[src/rtl/hsrt_pkg.sv]
package hsrt_pkg;

  typedef enum logic [0:0] {
    ST_IDLE = 1'b0,
    ST_HOLD = 1'b1
  } hsState_t;

  // Strobes from control to datapath, valid for one cycle at capture.
  typedef struct packed {
    logic capture;
    logic isWrite;
  } hsStrobe_t;

endpackage

[src/rtl/hsrt_ctrl.sv]
module hsrt_ctrl
  import hsrt_pkg::*;
(
  input  logic      clk,
  input  logic      rst,
  input  logic      reqIn,
  input  logic      wrIn,
  output hsStrobe_t strobe,
  output logic      ackOut
);

  hsState_t state;
  hsState_t nextState;

  always_comb begin
    nextState      = state;
    strobe.capture = 1'b0;
    strobe.isWrite = 1'b0;
    unique case (state)
      ST_IDLE: begin
        if (reqIn) begin
          strobe.capture = 1'b1;
          strobe.isWrite = wrIn;
          nextState      = ST_HOLD;
        end
      end
      ST_HOLD: begin
        // Stay here for as long as the master keeps the request up.
        if (!reqIn) begin
          nextState = ST_IDLE;
        end
      end
      default: nextState = ST_IDLE;
    endcase
  end

  always_ff @(posedge clk) begin
    if (rst) begin
      state <= ST_IDLE;
    end else begin
      state <= nextState;
    end
  end

  assign ackOut = (state == ST_HOLD);

endmodule

[src/rtl/hsrt_decode.sv]
module hsrt_decode #(
  parameter int          AW       = 8,
  parameter int          NUM_RW   = 4,
  parameter logic [AW-1:0] ID_ADDR  = 8'hF0,
  parameter logic [AW-1:0] CNT_ADDR = 8'hF1
) (
  input  logic [AW-1:0]     addr,
  output logic [NUM_RW-1:0] rwHit,
  output logic              idHit,
  output logic              cntHit
);

  for (genvar i = 0; i < NUM_RW; i++) begin : g_rwHit
    localparam logic [AW-1:0] SLOT_ADDR = AW'(i);
    assign rwHit[i] = (addr == SLOT_ADDR);
  end

  assign idHit  = (addr == ID_ADDR);
  assign cntHit = (addr == CNT_ADDR);

endmodule

[src/rtl/hsrt_datapath.sv]
module hsrt_datapath
  import hsrt_pkg::*;
#(
  parameter int            DW       = 32,
  parameter int            NUM_RW   = 4,
  parameter logic [DW-1:0] ID_VALUE = 32'h5EED_0001,
  parameter logic [DW-1:0] RST_BASE = 32'hC0DE_0000
) (
  input  logic              clk,
  input  logic              rst,
  input  hsStrobe_t         strobe,
  input  logic [NUM_RW-1:0] rwHit,
  input  logic              idHit,
  input  logic              cntHit,
  input  logic [DW-1:0]     wdataIn,
  output logic [DW-1:0]     rdataOut
);

  logic [DW-1:0] rwRegs [NUM_RW];
  logic [DW-1:0] wrCount;
  logic [DW-1:0] rdMux;
  logic [DW-1:0] rdData;

  logic doWrite;
  logic doRead;

  assign doWrite = strobe.capture & strobe.isWrite;
  assign doRead  = strobe.capture & ~strobe.isWrite;

  for (genvar i = 0; i < NUM_RW; i++) begin : g_rwReg
    localparam logic [DW-1:0] RST_VAL = RST_BASE + DW'(i);
    always_ff @(posedge clk) begin
      if (rst) begin
        rwRegs[i] <= RST_VAL;
      end else if (doWrite && rwHit[i]) begin
        rwRegs[i] <= wdataIn;
      end
    end
  end

  always_ff @(posedge clk) begin
    if (rst) begin
      wrCount <= '0;
    end else if (doWrite) begin
      wrCount <= wrCount + DW'(1);
    end
  end

  always_comb begin
    rdMux = '0;
    for (int i = 0; i < NUM_RW; i++) begin
      if (rwHit[i]) rdMux = rwRegs[i];
    end
    if (idHit)  rdMux = ID_VALUE;
    if (cntHit) rdMux = wrCount;
  end

  always_ff @(posedge clk) begin
    if (rst) begin
      rdData <= '0;
    end else if (doRead) begin
      rdData <= rdMux;
    end
  end

  assign rdataOut = rdData;

endmodule

[src/rtl/hsrt_top.sv]
module hsrt_top
  import hsrt_pkg::*;
#(
  parameter int              AW       = 8,
  parameter int              DW       = 32,
  parameter int              NUM_RW   = 4,
  parameter logic [AW-1:0]   ID_ADDR  = 8'hF0,
  parameter logic [AW-1:0]   CNT_ADDR = 8'hF1,
  parameter logic [DW-1:0]   ID_VALUE = 32'h5EED_0001,
  parameter logic [DW-1:0]   RST_BASE = 32'hC0DE_0000
) (
  input  logic          clk,
  input  logic          rst,
  input  logic          reqIn,
  input  logic          wrIn,
  input  logic [AW-1:0] addrIn,
  input  logic [DW-1:0] wdataIn,
  output logic [DW-1:0] rdataOut,
  output logic          ackOut
);

  hsStrobe_t         strobe;
  logic [NUM_RW-1:0] rwHit;
  logic              idHit;
  logic              cntHit;

  hsrt_ctrl u_ctrl (
    .clk    (clk),
    .rst    (rst),
    .reqIn  (reqIn),
    .wrIn   (wrIn),
    .strobe (strobe),
    .ackOut (ackOut)
  );

  hsrt_decode #(
    .AW       (AW),
    .NUM_RW   (NUM_RW),
    .ID_ADDR  (ID_ADDR),
    .CNT_ADDR (CNT_ADDR)
  ) u_decode (
    .addr   (addrIn),
    .rwHit  (rwHit),
    .idHit  (idHit),
    .cntHit (cntHit)
  );

  hsrt_datapath #(
    .DW       (DW),
    .NUM_RW   (NUM_RW),
    .ID_VALUE (ID_VALUE),
    .RST_BASE (RST_BASE)
  ) u_datapath (
    .clk      (clk),
    .rst      (rst),
    .strobe   (strobe),
    .rwHit    (rwHit),
    .idHit    (idHit),
    .cntHit   (cntHit),
    .wdataIn  (wdataIn),
    .rdataOut (rdataOut)
  );

endmodule

[config.mk]
export PLATFORM = sky130hd
export DESIGN_NAME = hsrt_top
export DESIGN_NICKNAME = d
export VERILOG_FILES = /design/src/rtl/hsrt_pkg.sv /design/src/rtl/hsrt_ctrl.sv /design/src/rtl/hsrt_decode.sv /design/src/rtl/hsrt_datapath.sv /design/src/rtl/hsrt_top.sv
export SDC_FILE = /design/constraint.sdc
export NUM_CORES = 1
export LEC_CHECK = 0
export ABC_AREA = 1
export BUFFER_PORTS_ARGS = -buffer_cell sky130_fd_sc_hd__buf_2
export CAP_MARGIN = 20
export CORE_MARGIN = 2
export CORE_UTILIZATION = 54
export DETAILED_ROUTE_END_ITERATION = 6
export GPL_TIMING_DRIVEN = 0
export PLACE_DENSITY = 0.81
export REMOVE_ABC_BUFFERS = 1
export SLEW_MARGIN = 25
export SYNTH_ARGS = -nofsm -noshare
export SYNTH_HDL_FRONTEND = slang
export SYNTH_SLANG_ARGS = --single-unit
[constraint.sdc]
create_clock -name clk -period 5.1 [get_ports clk]
set_input_delay 1.53 -clock clk [delete_from_list [all_inputs] [get_ports clk]]
set_output_delay 1.53 -clock clk [all_outputs]
set_load 0.02 [all_outputs]
==> impl_metrics.toml, run 1 <==
[worst_setup_path]
rr_worst_depth = 5
cp-start-kind = "input pin"
cp.required_ps = 5370
critPathTopFamily = "simple AND/OR/NAND/NOR gates"
cp.arrival_ps = 4810
cp_num_buf_inv = 2
max_stage_delay_ps = 800
critPathKind = "in -> reg"
crit_chain = "buf_2 > nor2_1 > nand2_2 > nor2_1 > nand2_2 > nor3_2 > inv_2 > nor2_1"
cp_common_cell = "nor2_1"
worst-path-stages = 8
slowest_stage = "nor3_2"
r2r_slack_ps = 2600
path_max_fanout = 22
crit_path_end_kind = "flop"

[status]
status = "finished, final reports clean"

[run]
drv_cap = 0

[finish]
fin_area_um2 = 10440
drive_gt1_share_pct = 15.25
fillers = 1301
synthToLayoutAreaGrowth_pct = 15.00
antenna_cells = 0
nets = 1173

[timing]
tightest_slew_ps = 1013
fin_skew_ps = 8.102
rsz0062_at_grt = "false"
fin_tns_setup_ps = 0
fmax_mhz = 220.2
finalCritPeriodShare_pct = 89.06
hold_viol = 0
setup_violations = 0
period_minus_slack_ps = 4542
drv_slew = 0
timing.slew.headroom_pct = 32.23

[hold_path]
min_delay_path_depth = 2
hp-class = "reg -> reg"

[global_routing]
grt-ovfl-total = 0
gr-usage-all-layers_pct = 26.65
antenna_found_initial = 0
grt_max_degree = 48
grt_pass1_vias = 7271
grt_pass1_wl_um = 36550

[synthesis]
async_flop_share_pct = 0
syn_area_um2 = 9076
synth_top_cell_area_share_pct = 42.35
yosysTopAreaCell = "edfxtp_1"
synth_area_per_cell_um2 = 8.506
synth.area.top_cells = "edfxtp_1, dfxtp_1, nand2_1, nor2_1, nand3_1"
synth-edff-count = 128
yosysWarnings = 0
synth-seq-area-share_pct = 56.69
ys_seq_elements = 193
synthCells = 1067
synth_cell_types = 29
synthFlopType = "edfxtp_1"

[cts]
post_cts_buffers = 0
cts_max_level = 4
insertion_delay_ps = 440
cts_hold_buffers = 0
numCtsBuffers = 17
cts_sinks = 193
clock-root-buffer = "clkbuf_16"
post_cts_resized = 0
path_clk_slew_ps = 70
cts_tree = "done"
cts_buffer_depth = 2

[pwr]
p_switching_uw = 735.4
ir_drop_mv = 0.2401
p_int_mw = 2.596
pwr_density_cell_nw_per_um2 = 319.2
combPwrFrac_pct = 5.9
p_leak_nw = 4.200
swShare_pct = 22.07
power.total_mw = 3.332
p_seq_share_pct = 51.6
pwr-share-clk_pct = 42.4

[routing]
via_count = 7488
drtAntennaViolNets = 0
dr.pass1.iters = 5
drc = 0
drt_iter0_drc = 755
post_drt_wl_per_cell_um = 16.90
wirelength_um = 23000
avgViaCountPerCell = 5.502

[die]
dieArea_um2 = 17860
coreArea_um2 = 16520
ios = 77
die_width_um = 133.6
fp.dieH_um = 133.6
start_util_pct = 54.93
rows = 47

[place]
port_buffers = 76
dpl_cell_area_um2 = 9806
dpl.hpwl_um = 15040
place_congestion = 0.8962
final cells by class:
cell class	instances	area, um2	share of cell area, %
clock buffer	19	442.9	4.244
clock inverter	13	183.9	1.762
inverter	117	440.4	4.220
multi-input combinational	709	3316	31.77
sequential	193	5145	49.29
tap	220	275.3	2.637
timing repair buffer	90	634.4	6.078
registers in the layout, indices dropped and copies added (netlist names):
name and cells:
u_datapath.rdataOut 32, u_datapath.wrCount 32, u_ctrl.ackOut 1, u_datapath.rwRegs 128
through the flow:
| stage | utilization [%] | hold WS [ps] | std cells | setup WS, ps |
|---|---|---|---|---|
| 5_1_grt | 63.16 | 530.5 | 1361 | 365.2 |
| 2_1_floorplan | - | 454.0 | 1019 | -454.9 |
| 6_report | 63.16 | 497.8 | 1361 | 558.1 |
| 4_1_cts | 63.13 | 498.9 | 1361 | 252.4 |
| 3_3_place_gp | 57.42 | 477.3 | 1315 | -3178 |
| 3_5_place_dp | 59.34 | 490.0 | 1329 | -222.0 |
cells in the mapped netlist, types with 2 or more instances:
master and instances:
a21oi_1 54, buf_6 6, o21bai_1 12, inv_1 109, nand3b_1 6, nand4_1 22
nor3_1 3, buf_1 4, edfxtp_1 128, nand3_1 86, nor2_4 3, dfxtp_1 65
nor2_1 147, nor2_2 22, nor3_4 3, nand2_2 4, nand2_1 272, xnor2_1 2
inv_2 7, o21ai_0 62, buf_2 14, xor2_1 4, clkbuf_1 24, nor3_2 3
logic make-up (layout without fill, tap and decap cells):
family	Yosys count	after routing	share of synthesized area, %
simple gates	574	574	27.68
compound gates	128	128	7.389
fa+ha+maj	1	1	0.1378
flops	193	193	56.69
xor+xnor	6	6	0.5790
buf+inv	165	239	7.527
cell usage in the layout, fill, tap and decap left out, types with 2 or more instances in the layout:
| master | netlist | routed |
|---|---|---|
| o21bai_1 | 12 | 12 |
| nand3_1 | 86 | 86 |
| o21ai_0 | 62 | 58 |
| clkbuf_16 | 0 | 17 |
| buf_8 | 0 | 4 |
| inv_1 | 109 | 108 |
| nor3_4 | 3 | 4 |
| nand3b_1 | 6 | 6 |
| buf_16 | 0 | 6 |
| edfxtp_1 | 128 | 128 |
| nor2_1 | 147 | 146 |
| xor2_1 | 4 | 4 |
| xnor2_1 | 2 | 2 |
| nor2_2 | 22 | 22 |
| nand4_1 | 22 | 22 |
| nand2_1 | 272 | 271 |
| a21oi_1 | 54 | 54 |
| clkinvlp_4 | 0 | 3 |
| nor3_2 | 3 | 2 |
| inv_2 | 7 | 8 |
| nor3_1 | 3 | 3 |
| clkinv_4 | 0 | 2 |
| o21ai_4 | 0 | 4 |
| bufinv_16 | 0 | 4 |
| buf_2 | 14 | 78 |
| nor2_4 | 3 | 4 |
| dfxtp_1 | 65 | 65 |
| nand2_2 | 4 | 5 |
| clkinv_2 | 1 | 4 |
metal layers:
layer  wire (um)  vias up  GRT usage, %  share of wire, %
li1            -     3595             -                 -
met4         640        0         11.35               2.8
met1        8830     3480         33.80                38
met2       11490      355         45.22                50
met3        2034       58         4.680               8.8
met5           0        -             0                 0
tightest hold or removal path, stage by stage, from the launching register on:
cell	delay, ps
dfxtp_1	330
inv_1	70
a21oi_1	60
final timing paths:
kind / start / end
worst max-delay path: addrIn[5] / u_datapath.rwRegs[3][21]
worst max register to register: u_ctrl.ackOut / u_datapath.rwRegs[3][21]
worst min-delay path: u_datapath.wrCount[5] / u_datapath.wrCount[5]
worst min register to register: u_datapath.wrCount[5] / u_datapath.wrCount[5]
power by group through the flow:
| stage | sequential [mW] | combinational (mW) | clock (mW) |
|---|---|---|---|
| after global placement | 1.76 | 0.168 | 0 |
| after detailed placement | 1.75 | 0.195 | 0 |
| final | 1.72 | 0.197 | 1.41 |
| after floorplan | 1.77 | 0.0778 | 0 |
| after global routing | 1.72 | 0.214 | 1.47 |
| after CTS | 1.72 | 0.197 | 1.42 |
Note: power is estimated with default switching activity, not from simulation.
==> run 2, diff against run 1 <==
- CELL_PAD_IN_SITES_DETAIL_PLACEMENT: unset -> 0
- CELL_PAD_IN_SITES_GLOBAL_PLACEMENT: unset -> 1
- CORE_UTILIZATION: 54 -> 41
- PLACE_DENSITY: 0.81 -> 0.8
- SYNTH_HIERARCHICAL: unset -> 1
==> run 2 against run 1 <==
  * Utilization down 14 points
  * Global-route usage down 6.7 points
  * Sequential power about the same
  * Via count down 12%
  * Synthesized cell count down 11%
  * Critical path type unchanged
==> impl_metrics.toml, run 2 <==
[synthesis]
synthFlopType = "edfxtp_1"
syn_area_um2 = 8623
synth_top_cell_area_share_pct = 44.57
async_flop_share_pct = 0
yosysTopAreaCell = "edfxtp_1"
synth-seq-area-share_pct = 59.66
yosysMostFrequentCell = "nand2_1"
yosysWarnings = 6
synth_area_per_cell_um2 = 9.096
synthCells = 948
synthTopCellsByCount = "nand2_1, nor2_1, edfxtp_1"
synth.area.top_cells = "edfxtp_1, dfxtp_1, nand2_1, nor2_1, a21oi_1"
ys_seq_elements = 193
synth-edff-count = 128
synth_cell_types = 29

[finish]
nets = 1051
largest_reg_flops = 128
layout_commonest_cell = "nand2_1"
final_util_pct = 48.82
synthToLayoutAreaGrowth_pct = 17.88
instances_no_fill = 1293
regArea_um2 = 5145
top_register = "u_datapath/rwRegs"
multi_input_area_um2 = 3107
antenna_cells = 0
drive_gt1_share_pct = 14.93
final_cell_mix = "nand2_1, nor2_1, edfxtp_1, a21oi_1, buf_2"
fillers = 1977

[cts]
clock-root-buffer = "clkbuf_16"
cts_max_level = 4
path_clk_slew_ps = 60
numCtsBuffers = 17
cts_tree = "done"
cts_sinks = 193
post_cts_resized = 0
cts_hold_buffers = 0
insertion_delay_ps = 430
cts_buffer_depth = 2
post_cts_buffers = 0

[die]
rows = 53
start_util_pct = 41.41
dieArea_um2 = 22210
fp.dieH_um = 149.0
coreArea_um2 = 20820
ios = 77
die_width_um = 149.0

[worst_setup_path]
crit_chain = "buf_2 > nor2_1 > nand2_1 > nor2_4 > buf_16 > inv_2 > nor3_2 > inv_1 > nor2_1"
cp.arrival_ps = 4590
path_max_fanout = 34
crit-reg2reg-launch = "u_ctrl/ackOut"
critPathKind = "in -> reg"
max_stage_delay_ps = 740
rr_worst_depth = 5
cp-start-kind = "input pin"
r2r-end = "u_datapath/rwRegs[3][16]"
cp.required_ps = 5360
r2r_slack_ps = 2210
crit_path_end_kind = "flop"
cp_common_cell = "nor2_1"
slowest_stage = "nor3_2"

[timing]
fin_ws_ps = 768.8
setup_violations = 0
rsz0062_at_grt = "false"
timing.slew.headroom_pct = 40.56
fmax_mhz = 230.9
period_minus_slack_ps = 4331
hold_viol = 0
hold_slack_ps = 507.5
fin_skew_ps = 13.68
tightest_slew_ps = 890.7
drv_slew = 0
finalCritPeriodShare_pct = 84.93

[place]
dpl_worst_slack_ps = 351.4
port_buffers = 76
dpl.hpwl_um = 14840
dp.cells = 1262
place_congestion = 0.7876

[routing]
drt_iter0_drc = 384
post_drt_wl_per_cell_um = 16.77
dr.pass1.iters = 6
drc = 0
wirelength_um = 21690
via_count = 6555
avgViaCountPerCell = 5.070
drtAntennaViolNets = 0

[global_routing]
antenna_found_initial = 0
grt_max_degree = 55
gr-usage-all-layers_pct = 19.99
grt_pass1_vias = 6219
grt_pass1_wl_um = 33790
grt-ovfl-total = 0

[pwr]
combPwrFrac_pct = 5.7
ir_drop_mv = 0.1930
power.total_mw = 3.254
pwr-share-clk_pct = 41.4
p_switching_uw = 717.9
p_int_mw = 2.536
pwr_density_cell_nw_per_um2 = 320.1
p_seq_share_pct = 52.9
p_leak_nw = 3.837
swShare_pct = 22.06

[run]
drv_cap = 0

[hold_path]
hold_path_end = "u_datapath/wrCount[19]"
min_delay_path_depth = 1
hp-class = "reg -> reg"
hp-start = "u_datapath/wrCount[19]"

[status]
status = "finished, final reports clean"
run 2: changes by cell type after synthesis, moves of 7 or more:
| cell | previous run | this run |
|---|---|---|
| o22ai_1 | 0 | 12 |
| o21a_1 | 0 | 20 |
| nor2_1 | 147 | 160 |
| buf_2 | 14 | 7 |
| nand4_1 | 22 | 1 |
| a22oi_1 | 0 | 20 |
| o21ai_0 | 62 | 74 |
| clkbuf_1 | 24 | 43 |
| inv_1 | 109 | 67 |
| a21oi_1 | 54 | 110 |
| o21bai_1 | 12 | 1 |
| nand2_1 | 272 | 184 |
| nand3_1 | 86 | 15 |
| nor2_2 | 22 | 5 |
run 2: per-layer routing:
metal  vias to the layer above  part of all wire (%)  track usage [%]
met5                         -                     0                0
met4                         0                   1.8            6.429
met3                        28                   3.6            2.813
met2                       120                    49            33.16
met1                      3101                    46            27.20
li1                       3306                     -                -
run 2: kinds of logic (layout without fill, tap and decap cells):
kind of cell | count (synthesis) | after routing | share of synthesized area (%)
and+or+nand+nor | 385 | 385 | 18.63
AOI/OAI and AO/OA | 238 | 238 | 15.24
DFF | 193 | 193 | 59.66
buffers and inverters | 122 | 192 | 5.412
xor gates and xnor gates | 9 | 9 | 0.9142
adders and majority gates | 1 | 1 | 0.1451
run 2: per-stage QoR:
stage	setup TNS (ps)	area [um2]
final	0	10160
after detailed placement	0	9577
after CTS	0	10160
after global routing	0	10160
after floorplan	-108950	8427
after global placement	-617080	9151
run 2: power by group through the flow:
stage | sequential [mW] | clock, mW | combinational (mW)
floorplan | 1.78 | 0 | 0.0711
global placement | 1.76 | 0 | 0.163
detailed placement | 1.76 | 0 | 0.186
CTS | 1.72 | 1.37 | 0.187
global route | 1.73 | 1.43 | 0.202
finish | 1.72 | 1.35 | 0.184
run 2: layout make-up:
| class | count | area share (%) |
|---|---|---|
| repair buffers | 89 | 6.979 |
| inverters | 72 | 2.671 |
| multi-input cells | 633 | 30.56 |
| clock buffers | 19 | 4.259 |
| well taps | 275 | 3.385 |
| flip-flops and latches | 193 | 50.62 |
| clock inverters | 12 | 1.526 |
run 2: worst max-delay path: cells and delay by family:
| kind | cells | cell delay, ps |
|---|---|---|
| buffers and inverters | 4 | 1230 |
| and+or+nand+nor | 5 | 1780 |
run 2: worst max path at each step:
stage | startpoint | end | slack [ps] | cells past startpoint
after floorplan | addrIn[7] | u_datapath/rwRegs[2][0] | -1310 | 5
after global placement | addrIn[5] | u_datapath/rwRegs[3][8] | -4620 | 6
after detailed placement | addrIn[5] | u_datapath/rwRegs[3][16] | 350 | 9
after CTS | addrIn[5] | u_datapath/rwRegs[3][16] | 780 | 9
after global routing | addrIn[7] | u_datapath/rwRegs[3][27] | 600 | 9
final | addrIn[5] | u_datapath/rwRegs[3][16] | 770 | 9
